$ cat src/rtl/rlaPkg.sv
package rlaPkg;
  typedef struct packed {
    logic prop;
    logic gen;
  } pgPair_t;

  function automatic logic majority3(input logic x, input logic y, input logic z);
    return (x & y) | (x & z) | (y & z);
  endfunction

  function automatic logic carryFrom(input pgPair_t pg, input logic cin);
    return pg.gen | (pg.prop & cin);
  endfunction
endpackage

$ cat src/rtl/rlaRippleGroup.sv
module rlaRippleGroup
  import rlaPkg::*;
#(
  parameter int GROUP_W = 4
) (
  input  logic [GROUP_W-1:0] aBits,
  input  logic [GROUP_W-1:0] bBits,
  input  logic               groupCarryIn,
  output logic [GROUP_W-1:0] sumBits,
  output pgPair_t            groupPg
);
  logic [GROUP_W-1:0] bitProp;
  logic [GROUP_W-1:0] bitGen;
  logic [GROUP_W-1:0] rippleCarry;

  assign bitProp = aBits ^ bBits;
  assign bitGen  = aBits & bBits;
  assign rippleCarry[0] = groupCarryIn;

  // internal carries ripple; the slice carry-out is taken from lookahead
  for (genvar i = 0; i < GROUP_W - 1; i++) begin : g_cell
    assign rippleCarry[i+1] = majority3(aBits[i], bBits[i], rippleCarry[i]);
  end

  assign sumBits = bitProp ^ rippleCarry;

  always_comb begin
    logic accGen;
    logic accProp;
    accGen  = 1'b0;
    accProp = 1'b1;
    for (int i = 0; i < GROUP_W; i++) begin
      accGen  = bitGen[i] | (bitProp[i] & accGen);
      accProp = accProp & bitProp[i];
    end
    groupPg.gen  = accGen;
    groupPg.prop = accProp;
  end
endmodule

$ cat src/rtl/rlaLookaheadUnit.sv
module rlaLookaheadUnit
  import rlaPkg::*;
#(
  parameter int FAN = 4
) (
  input  pgPair_t [FAN-1:0] childPg,
  input  logic              unitCarryIn,
  output logic    [FAN-1:0] childCarry,
  output pgPair_t           unitPg
);
  // sum-of-products form: each carry is a flat OR of AND terms
  always_comb begin
    childCarry[0] = unitCarryIn;
    for (int k = 1; k < FAN; k++) begin
      logic orTerm;
      logic chainAll;
      chainAll = unitCarryIn;
      for (int m = 0; m < k; m++) chainAll = chainAll & childPg[m].prop;
      orTerm = chainAll;
      for (int j = 0; j < k; j++) begin
        logic term;
        term = childPg[j].gen;
        for (int m = j + 1; m < k; m++) term = term & childPg[m].prop;
        orTerm = orTerm | term;
      end
      childCarry[k] = orTerm;
    end
  end

  always_comb begin
    logic genAcc;
    logic propAcc;
    genAcc  = 1'b0;
    propAcc = 1'b1;
    for (int j = 0; j < FAN; j++) begin
      logic term;
      term = childPg[j].gen;
      for (int m = j + 1; m < FAN; m++) term = term & childPg[m].prop;
      genAcc  = genAcc | term;
      propAcc = propAcc & childPg[j].prop;
    end
    unitPg.gen  = genAcc;
    unitPg.prop = propAcc;
  end
endmodule

$ cat src/rtl/rlaSection.sv
module rlaSection
  import rlaPkg::*;
#(
  parameter int GROUP_W = 4,
  parameter int FAN     = 4,
  localparam int SEC_W  = GROUP_W * FAN
) (
  input  logic [SEC_W-1:0] aSec,
  input  logic [SEC_W-1:0] bSec,
  input  logic             secCarryIn,
  output logic [SEC_W-1:0] sumSec,
  output pgPair_t          secPg
);
  pgPair_t [FAN-1:0] groupPg;
  logic    [FAN-1:0] groupCarry;

  for (genvar g = 0; g < FAN; g++) begin : g_group
    rlaRippleGroup #(.GROUP_W(GROUP_W)) group_i (
      .aBits       (aSec[g*GROUP_W +: GROUP_W]),
      .bBits       (bSec[g*GROUP_W +: GROUP_W]),
      .groupCarryIn(groupCarry[g]),
      .sumBits     (sumSec[g*GROUP_W +: GROUP_W]),
      .groupPg     (groupPg[g])
    );
  end

  rlaLookaheadUnit #(.FAN(FAN)) lookahead_i (
    .childPg    (groupPg),
    .unitCarryIn(secCarryIn),
    .childCarry (groupCarry),
    .unitPg     (secPg)
  );
endmodule

$ cat src/rtl/rippleLookaheadAdder.sv
module rippleLookaheadAdder
  import rlaPkg::*;
#(
  parameter int GROUP_W = 4,
  parameter int FAN     = 4,
  localparam int SEC_W  = GROUP_W * FAN,
  localparam int WIDTH  = SEC_W * FAN
) (
  input  logic [WIDTH-1:0] opA,
  input  logic [WIDTH-1:0] opB,
  input  logic             carryIn,
  output logic [WIDTH-1:0] sumOut,
  output logic             carryOut
);
  pgPair_t [FAN-1:0] sectionPg;
  logic    [FAN-1:0] sectionCarry;
  pgPair_t           wholePg;

  for (genvar s = 0; s < FAN; s++) begin : g_section
    rlaSection #(.GROUP_W(GROUP_W), .FAN(FAN)) section_i (
      .aSec      (opA[s*SEC_W +: SEC_W]),
      .bSec      (opB[s*SEC_W +: SEC_W]),
      .secCarryIn(sectionCarry[s]),
      .sumSec    (sumOut[s*SEC_W +: SEC_W]),
      .secPg     (sectionPg[s])
    );
  end

  rlaLookaheadUnit #(.FAN(FAN)) topLookahead_i (
    .childPg    (sectionPg),
    .unitCarryIn(carryIn),
    .childCarry (sectionCarry),
    .unitPg     (wholePg)
  );

  assign carryOut = carryFrom(wholePg, carryIn);
endmodule

$ cat config.mk
export PLATFORM = sky130hd
export DESIGN_NAME = rippleLookaheadAdder
export DESIGN_NICKNAME = d
export VERILOG_FILES = /design/src/rtl/rlaPkg.sv /design/src/rtl/rlaRippleGroup.sv /design/src/rtl/rlaLookaheadUnit.sv /design/src/rtl/rlaSection.sv /design/src/rtl/rippleLookaheadAdder.sv
export SDC_FILE = /design/constraint.sdc
export NUM_CORES = 1
export LEC_CHECK = 0
export BUFFER_PORTS_ARGS = -buffer_cell sky130_fd_sc_hd__buf_2
export CAP_MARGIN = 25
export CORE_ASPECT_RATIO = 2
export CORE_MARGIN = 3
export CORE_UTILIZATION = 43
export DETAILED_ROUTE_END_ITERATION = 8
export GPL_TIMING_DRIVEN = 0
export PLACE_DENSITY = 0.84
export RECOVER_POWER = 50
export SETUP_SLACK_MARGIN = 0.15
export SYNTH_ARGS = -nofsm -noshare
export SYNTH_HDL_FRONTEND = slang
export SYNTH_SLANG_ARGS = --single-unit
$ cat constraint.sdc
create_clock -name vclk -period 5.6
set_input_delay 1.12 -clock vclk [all_inputs]
set_output_delay 1.12 -clock vclk [all_outputs]
set_load 0.1 [all_outputs]
After elaboration in Yosys (flattened, before gate mapping)
Cells that the tools add are included.
{"block": "totals", "ff_bits": 0, "input_bits": 129, "out_inout_bits": 65, "word_cells": 539}
{"block": "classes", "n_bitwise": 539}
{"operator": "1-bit bitwise AND", "count": 301}
{"operator": "1-bit bitwise OR", "count": 190}
{"operator": "4-bit XOR", "count": 32}
{"operator": "4-bit bitwise AND", "count": 16}

Logic depth before layout (Yosys ltp)
{"block": "depth", "depth_word": 34, "mapped_depth": 14, "ltp_nobuf": 14}

By module
Synthesis repeated with hierarchy kept, for this count alone.
{"block": "hier_totals", "cells_unflattened": 368, "area_unflattened_um2": 2970.3}
{"module": "rlaRippleGroup at g_section[0].section_i.g_group[0].group_i ...", "instances": 14, "cells_each": 19, "area_each_um2": 163.9, "seq_area_each_um2": 0.0}
{"module": "rlaLookaheadUnit", "instances": 5, "cells_each": 13, "area_each_um2": 67.6, "seq_area_each_um2": 0.0}
{"module": "rlaRippleGroup at g_section[3].section_i.g_group[2].group_i ...", "instances": 2, "cells_each": 18, "area_each_um2": 165.2, "seq_area_each_um2": 0.0}
{"module": "rippleLookaheadAdder", "instances": 1, "cells_each": 1, "area_each_um2": 7.5, "seq_area_each_um2": 0.0}

Worst setup path before layout
OpenSTA, ideal clock, no wires.
{"block": "synth_path", "path_type": "input to output", "start": "input port opA[19]", "end": "output port sumOut[63]", "arrival_time_ps": 5505, "required_ps": 4480, "setup_slack_ps": -1025, "path_stages": 12, "path_buffers": 0, "cell_sequence": "ha_1 -> and4_1 -> nor4b_4 -> a221oi_1 -> o211a_1 -> a2111oi_2 -> or3b_4 -> a21bo_1 -> fa_1 -> fa_1 -> fa_1 -> xor2_1"}
{"block": "synth_via", "elab_chain_len": 28, "word_cells_on_any_way": 41, "cone_classes": "bitwise: 41"}
{"item": "from (decl)", "line_no": "rippleLookaheadAdder.sv:9", "text": "input logic [WIDTH-1:0] opA,"}
{"item": "4-bit XOR", "line_no": "rlaRippleGroup.sv:16", "text": "assign bitProp = aBits ^ bBits;"}
{"item": "1-bit bitwise AND", "line_no": "rlaRippleGroup.sv:33", "text": "accGen = bitGen[i] | (bitProp[i] & accGen);"}
{"item": "1-bit bitwise OR", "line_no": "rlaRippleGroup.sv:33"}
{"item": "1-bit bitwise AND (3 in series)", "line_no": "rlaLookaheadUnit.sv:38", "text": "for (int m = j + 1; m < FAN; m++) term = term & childPg[m].prop;"}
{"item": "1-bit bitwise OR (3 in series)", "line_no": "rlaLookaheadUnit.sv:39", "text": "genAcc = genAcc | term;"}
{"item": "1-bit bitwise AND", "line_no": "rlaLookaheadUnit.sv:23", "text": "for (int m = j + 1; m < k; m++) term = term & childPg[m].prop;"}
{"item": "1-bit bitwise OR (*) (2 in series)", "line_no": "rlaLookaheadUnit.sv:24", "text": "orTerm = orTerm | term;"}
{"item": "1-bit bitwise AND (*) (3 in series)", "line_no": "rlaLookaheadUnit.sv:18", "text": "for (int m = 0; m < k; m++) chainAll = chainAll & childPg[m].prop;"}
{"item": "(+5 left out)"}
{"item": "1-bit bitwise OR (*)", "line_no": "rlaPkg.sv:8", "text": "return (x & y) | (x & z) | (y & z);"}
{"item": "1-bit bitwise AND", "line_no": "rlaPkg.sv:8"}
{"item": "1-bit bitwise OR", "line_no": "rlaPkg.sv:8"}
{"item": "1-bit bitwise OR (*)", "line_no": "rlaPkg.sv:8"}
{"item": "1-bit bitwise AND", "line_no": "rlaPkg.sv:8"}
{"item": "1-bit bitwise OR", "line_no": "rlaPkg.sv:8"}
{"item": "1-bit bitwise OR (*)", "line_no": "rlaPkg.sv:8"}
{"item": "4-bit XOR (*)", "line_no": "rlaRippleGroup.sv:25", "text": "assign sumBits = bitProp ^ rippleCarry;"}
{"item": "to (decl)", "line_no": "rippleLookaheadAdder.sv:12", "text": "output logic [WIDTH-1:0] sumOut,"}
Mark *: on every way between the ends. The rest lies on a longest branch, timed or not.

Worst setup path after layout
{"block": "layout_path", "start": "input port opA[17]", "end": "output port sumOut[63]"}
{"block": "layout_via", "elab_chain_len": 32, "word_cells_on_any_way": 47, "cone_classes": "bitwise: 47"}
{"item": "4-bit XOR", "line_no": "rlaRippleGroup.sv:16"}
{"item": "1-bit bitwise AND", "line_no": "rlaRippleGroup.sv:33"}
{"item": "1-bit bitwise OR", "line_no": "rlaRippleGroup.sv:33"}
{"item": "1-bit bitwise AND", "line_no": "rlaRippleGroup.sv:33"}
{"item": "1-bit bitwise OR", "line_no": "rlaRippleGroup.sv:33"}
{"item": "1-bit bitwise AND", "line_no": "rlaRippleGroup.sv:33"}
{"item": "1-bit bitwise OR", "line_no": "rlaRippleGroup.sv:33"}
{"item": "1-bit bitwise AND (3 in series)", "line_no": "rlaLookaheadUnit.sv:38"}
{"item": "(+14 left out)"}
{"item": "1-bit bitwise OR (*)", "line_no": "rlaPkg.sv:8"}
{"item": "1-bit bitwise AND", "line_no": "rlaPkg.sv:8"}
{"item": "1-bit bitwise OR", "line_no": "rlaPkg.sv:8"}
{"item": "1-bit bitwise OR (*)", "line_no": "rlaPkg.sv:8"}
{"item": "1-bit bitwise AND", "line_no": "rlaPkg.sv:8"}
{"item": "1-bit bitwise OR", "line_no": "rlaPkg.sv:8"}
{"item": "1-bit bitwise OR (*)", "line_no": "rlaPkg.sv:8"}
{"item": "4-bit XOR (*)", "line_no": "rlaRippleGroup.sv:25"}
Marks and branches as above.

==> out/metrics.cfg <==
[global_routing]
grt_pass1_wl_mm=15.1
grtUsageTotal_pct=27.9
grt_pass1_vias=3405
grt_max_degree=5
antenna_found_initial=1
grt-ovfl-total=0

[status]
outcome=finished with violations
violations=negative setup slack

[worst_setup_path]
critPathSlowestCell=fa_2
worstPathMaxFanout=3
cpMostUsedCell=fa_2
cpPeakStageDelay_ns=0.41
end_kind=primary output
critical_path_class=input port to primary output
crit_path_start=opA[17]
start_kind=input port
cp_cell_sequence=buf_2 -> ha_1 -> a21oi_1 -> o21ai_0 -> a21oi_1 -> o211a_1 -> a2111oi_2 -> or3b_4 -> a21bo_4 -> fa_2 -> fa_2 -> fa_2 -> xor2_4 -> buf_12
required_ns=4.48
cp_data_arrival_time_ns=4.72
crit_end=sumOut[63]

[logic_synthesis]
yosys-top-cells-area=fa_1 (36%), ha_1 (30%), xor2_1 (5.3%), a21oi_1 (4.7%), a21o_1 (3.4%)
yosysTopAreaCellShare_pct=36.3
syn_area_um2=2650
ys_seq_area_share_pct=0
synth_nets=490
yosys_warnings=0
syn_avg_cell_area_um2=10.6
synthCells=249
synthDistinctLibCells=35
post-synth-top-area-cell=fa_1

[pwr]
seqPwrFrac_pct=0
clockPowerShare_pct=0
power_switching_w=0.00104
p_leak_nw=2.30
power_w=0.00146
p_int_w=0.000416
p_sw_share_pct=71.5
comb_power_share_pct=100.0
peakVddDrop_mv=0.244
powerDensity_nw_per_um2=301

[routing]
drc=0
drt_iter0_markers=211
drt-total-wl_mm=11.6
vias=3151
antenna_left=0
viasPerCell=5.95
first_pass_iters=4
wl_per_cell_um=21.9

[finish]
layout.nets=711
seq_area_um2=0
final_area_um2=4840
nClkBuffers=0
final_common_cell=buf_2
seq_cell_count=0
final_cell_mix=buf_2 (129), ha_1 (52), fa_2 (38), buf_4 (25), buf_12 (25)
drive_gt1_share_pct=63.0
fill_cells=314
syn2layout_area_growth_pct=82.9

[flow_run]
cap_violations=0

[floorplan]
die_w_um=61.5
row_count=39
core_um2=5860
die_y_um=117
start_util_pct=45.2
dieArea_um2=7190
ioPinCount=194

[clocking]
hold_buffers=0

[timing]
hold_ws_ns=2.75
maxSlewHeadroom_pct=21.3
period_share_pct=104
final-setup-viol-count=8
fin_ws_ns=-0.236
hold_violations=0
finalCriticalPeriod_ns=5.84
worst-slew-pin-transition_ns=1.19
timing.fmax_mhz=171
finalMaxSlewViolations=0
rsz0062_at_grt=true

[place]
dpl_cell_area_um2=4020
dpl.hpwl_mm=7.96
port_buffers=194
gp_congestion=0.817

[min_path]
hold_class=input port to primary output

synthesized netlist by cell type:
master,number
a21o_1,12
a211o_1,1
o211ai_1,1
a211oi_1,2
or3_1,1
inv_1,9
o2111a_1,1
o211ai_2,1
o21a_1,2
nor2_1,8
or3b_4,1
a31o_2,1
a21bo_1,1
nand2b_1,1
nor3_1,2
o21bai_1,2
and4_1,2
xor2_1,16
inv_2,1
nand4_1,14
nor4b_4,1
nand2_1,11
o31ai_1,2
a21oi_1,25
and3_1,1
a2111oi_2,1
ha_1,64
o21ai_0,10
fa_1,48
nor2b_1,2
a22oi_1,1
o211a_1,1
o2bb2ai_2,1
a221oi_2,1
a221oi_1,1
critical path: cells and delay by family:
kind / cells / cell delay, ns
adder cells (fa/ha/maj): 4 / 1.46
XOR/XNOR: 1 / 0.17
buffers and inverters: 2 / 0.31
AND/OR/NAND/NOR: 1 / 0.40
AO/OA/AOI/OAI: 6 / 1.25
metal layers:
metal | GRT usage [%] | up-vias | share of wire [%]
li1 | - | 1365 | -
met1 | 23.0 | 1484 | 28
met2 | 56.8 | 233 | 56
met3 | 6.04 | 69 | 9.1
met4 | 12.7 | 0 | 7.0
met5 | 0 | - | 0
area by class of cell:
type	instances	area (um2)	share of cell area [%]
inverter	10	37.5	0.775
antenna	1	2.50	0.0517
tap	61	76.3	1.58
multi-input combinational	239	3130	64.5
timing repair buffer	219	1600	33.1
cells by family after synthesis:
kind of cell               share of synthesized area (%)
adders and majority gates                           66.5
AOI/OAI and AO/OA                                   17.2
and+or+nand+nor                                     9.55
xor gates and xnor gates                            5.29
buffers and inverters                               1.42
power by group through the flow:
stage / combinational, W / sequential, W / clock [W]
2_1_floorplan: 0.00106 / 0 / 0
3_3_place_gp: 0.00118 / 0 / 0
3_5_place_dp: 0.00120 / 0 / 0
4_1_cts: 0.00138 / 0 / 0
5_1_grt: 0.00151 / 0 / 0.0000000000239
6_report: 0.00146 / 0 / 0.0000000000239
per-stage QoR:
stage	std cells	setup slack (ns)	utilization (%)	TNS [ns]
3_5_place_dp	504	-0.531	68.6	-5.58
4_1_cts	520	-0.166	78.5	-0.664
5_1_grt	530	-0.301	82.7	-2.24
6_report	530	-0.236	82.7	-1.32
3_3_place_gp	504	-0.449	68.6	-4.05
2_1_floorplan	249	-0.0964	-	-0.0964
worst min path at each step:
stage	depth (start not counted)	end	startpoint	slack, ns
finish	3	sumOut[62]	opB[62]	2.75
detailed placement	4	sumOut[3]	opB[3]	2.83
global placement	4	sumOut[19]	opB[19]	2.82
global route	3	sumOut[54]	opB[54]	2.76
floorplan	2	sumOut[31]	opB[30]	2.69
CTS	3	sumOut[38]	opB[38]	2.74
timing repair:
action,4_1_cts,5_1_grt
setup endpoints to repair,26,36
pin swaps,31,39
gates resized for setup,122,50
setup buffers,16,9
endpoints found under the hold margin,0,0
Note: power is estimated with default switching activity, not from simulation.
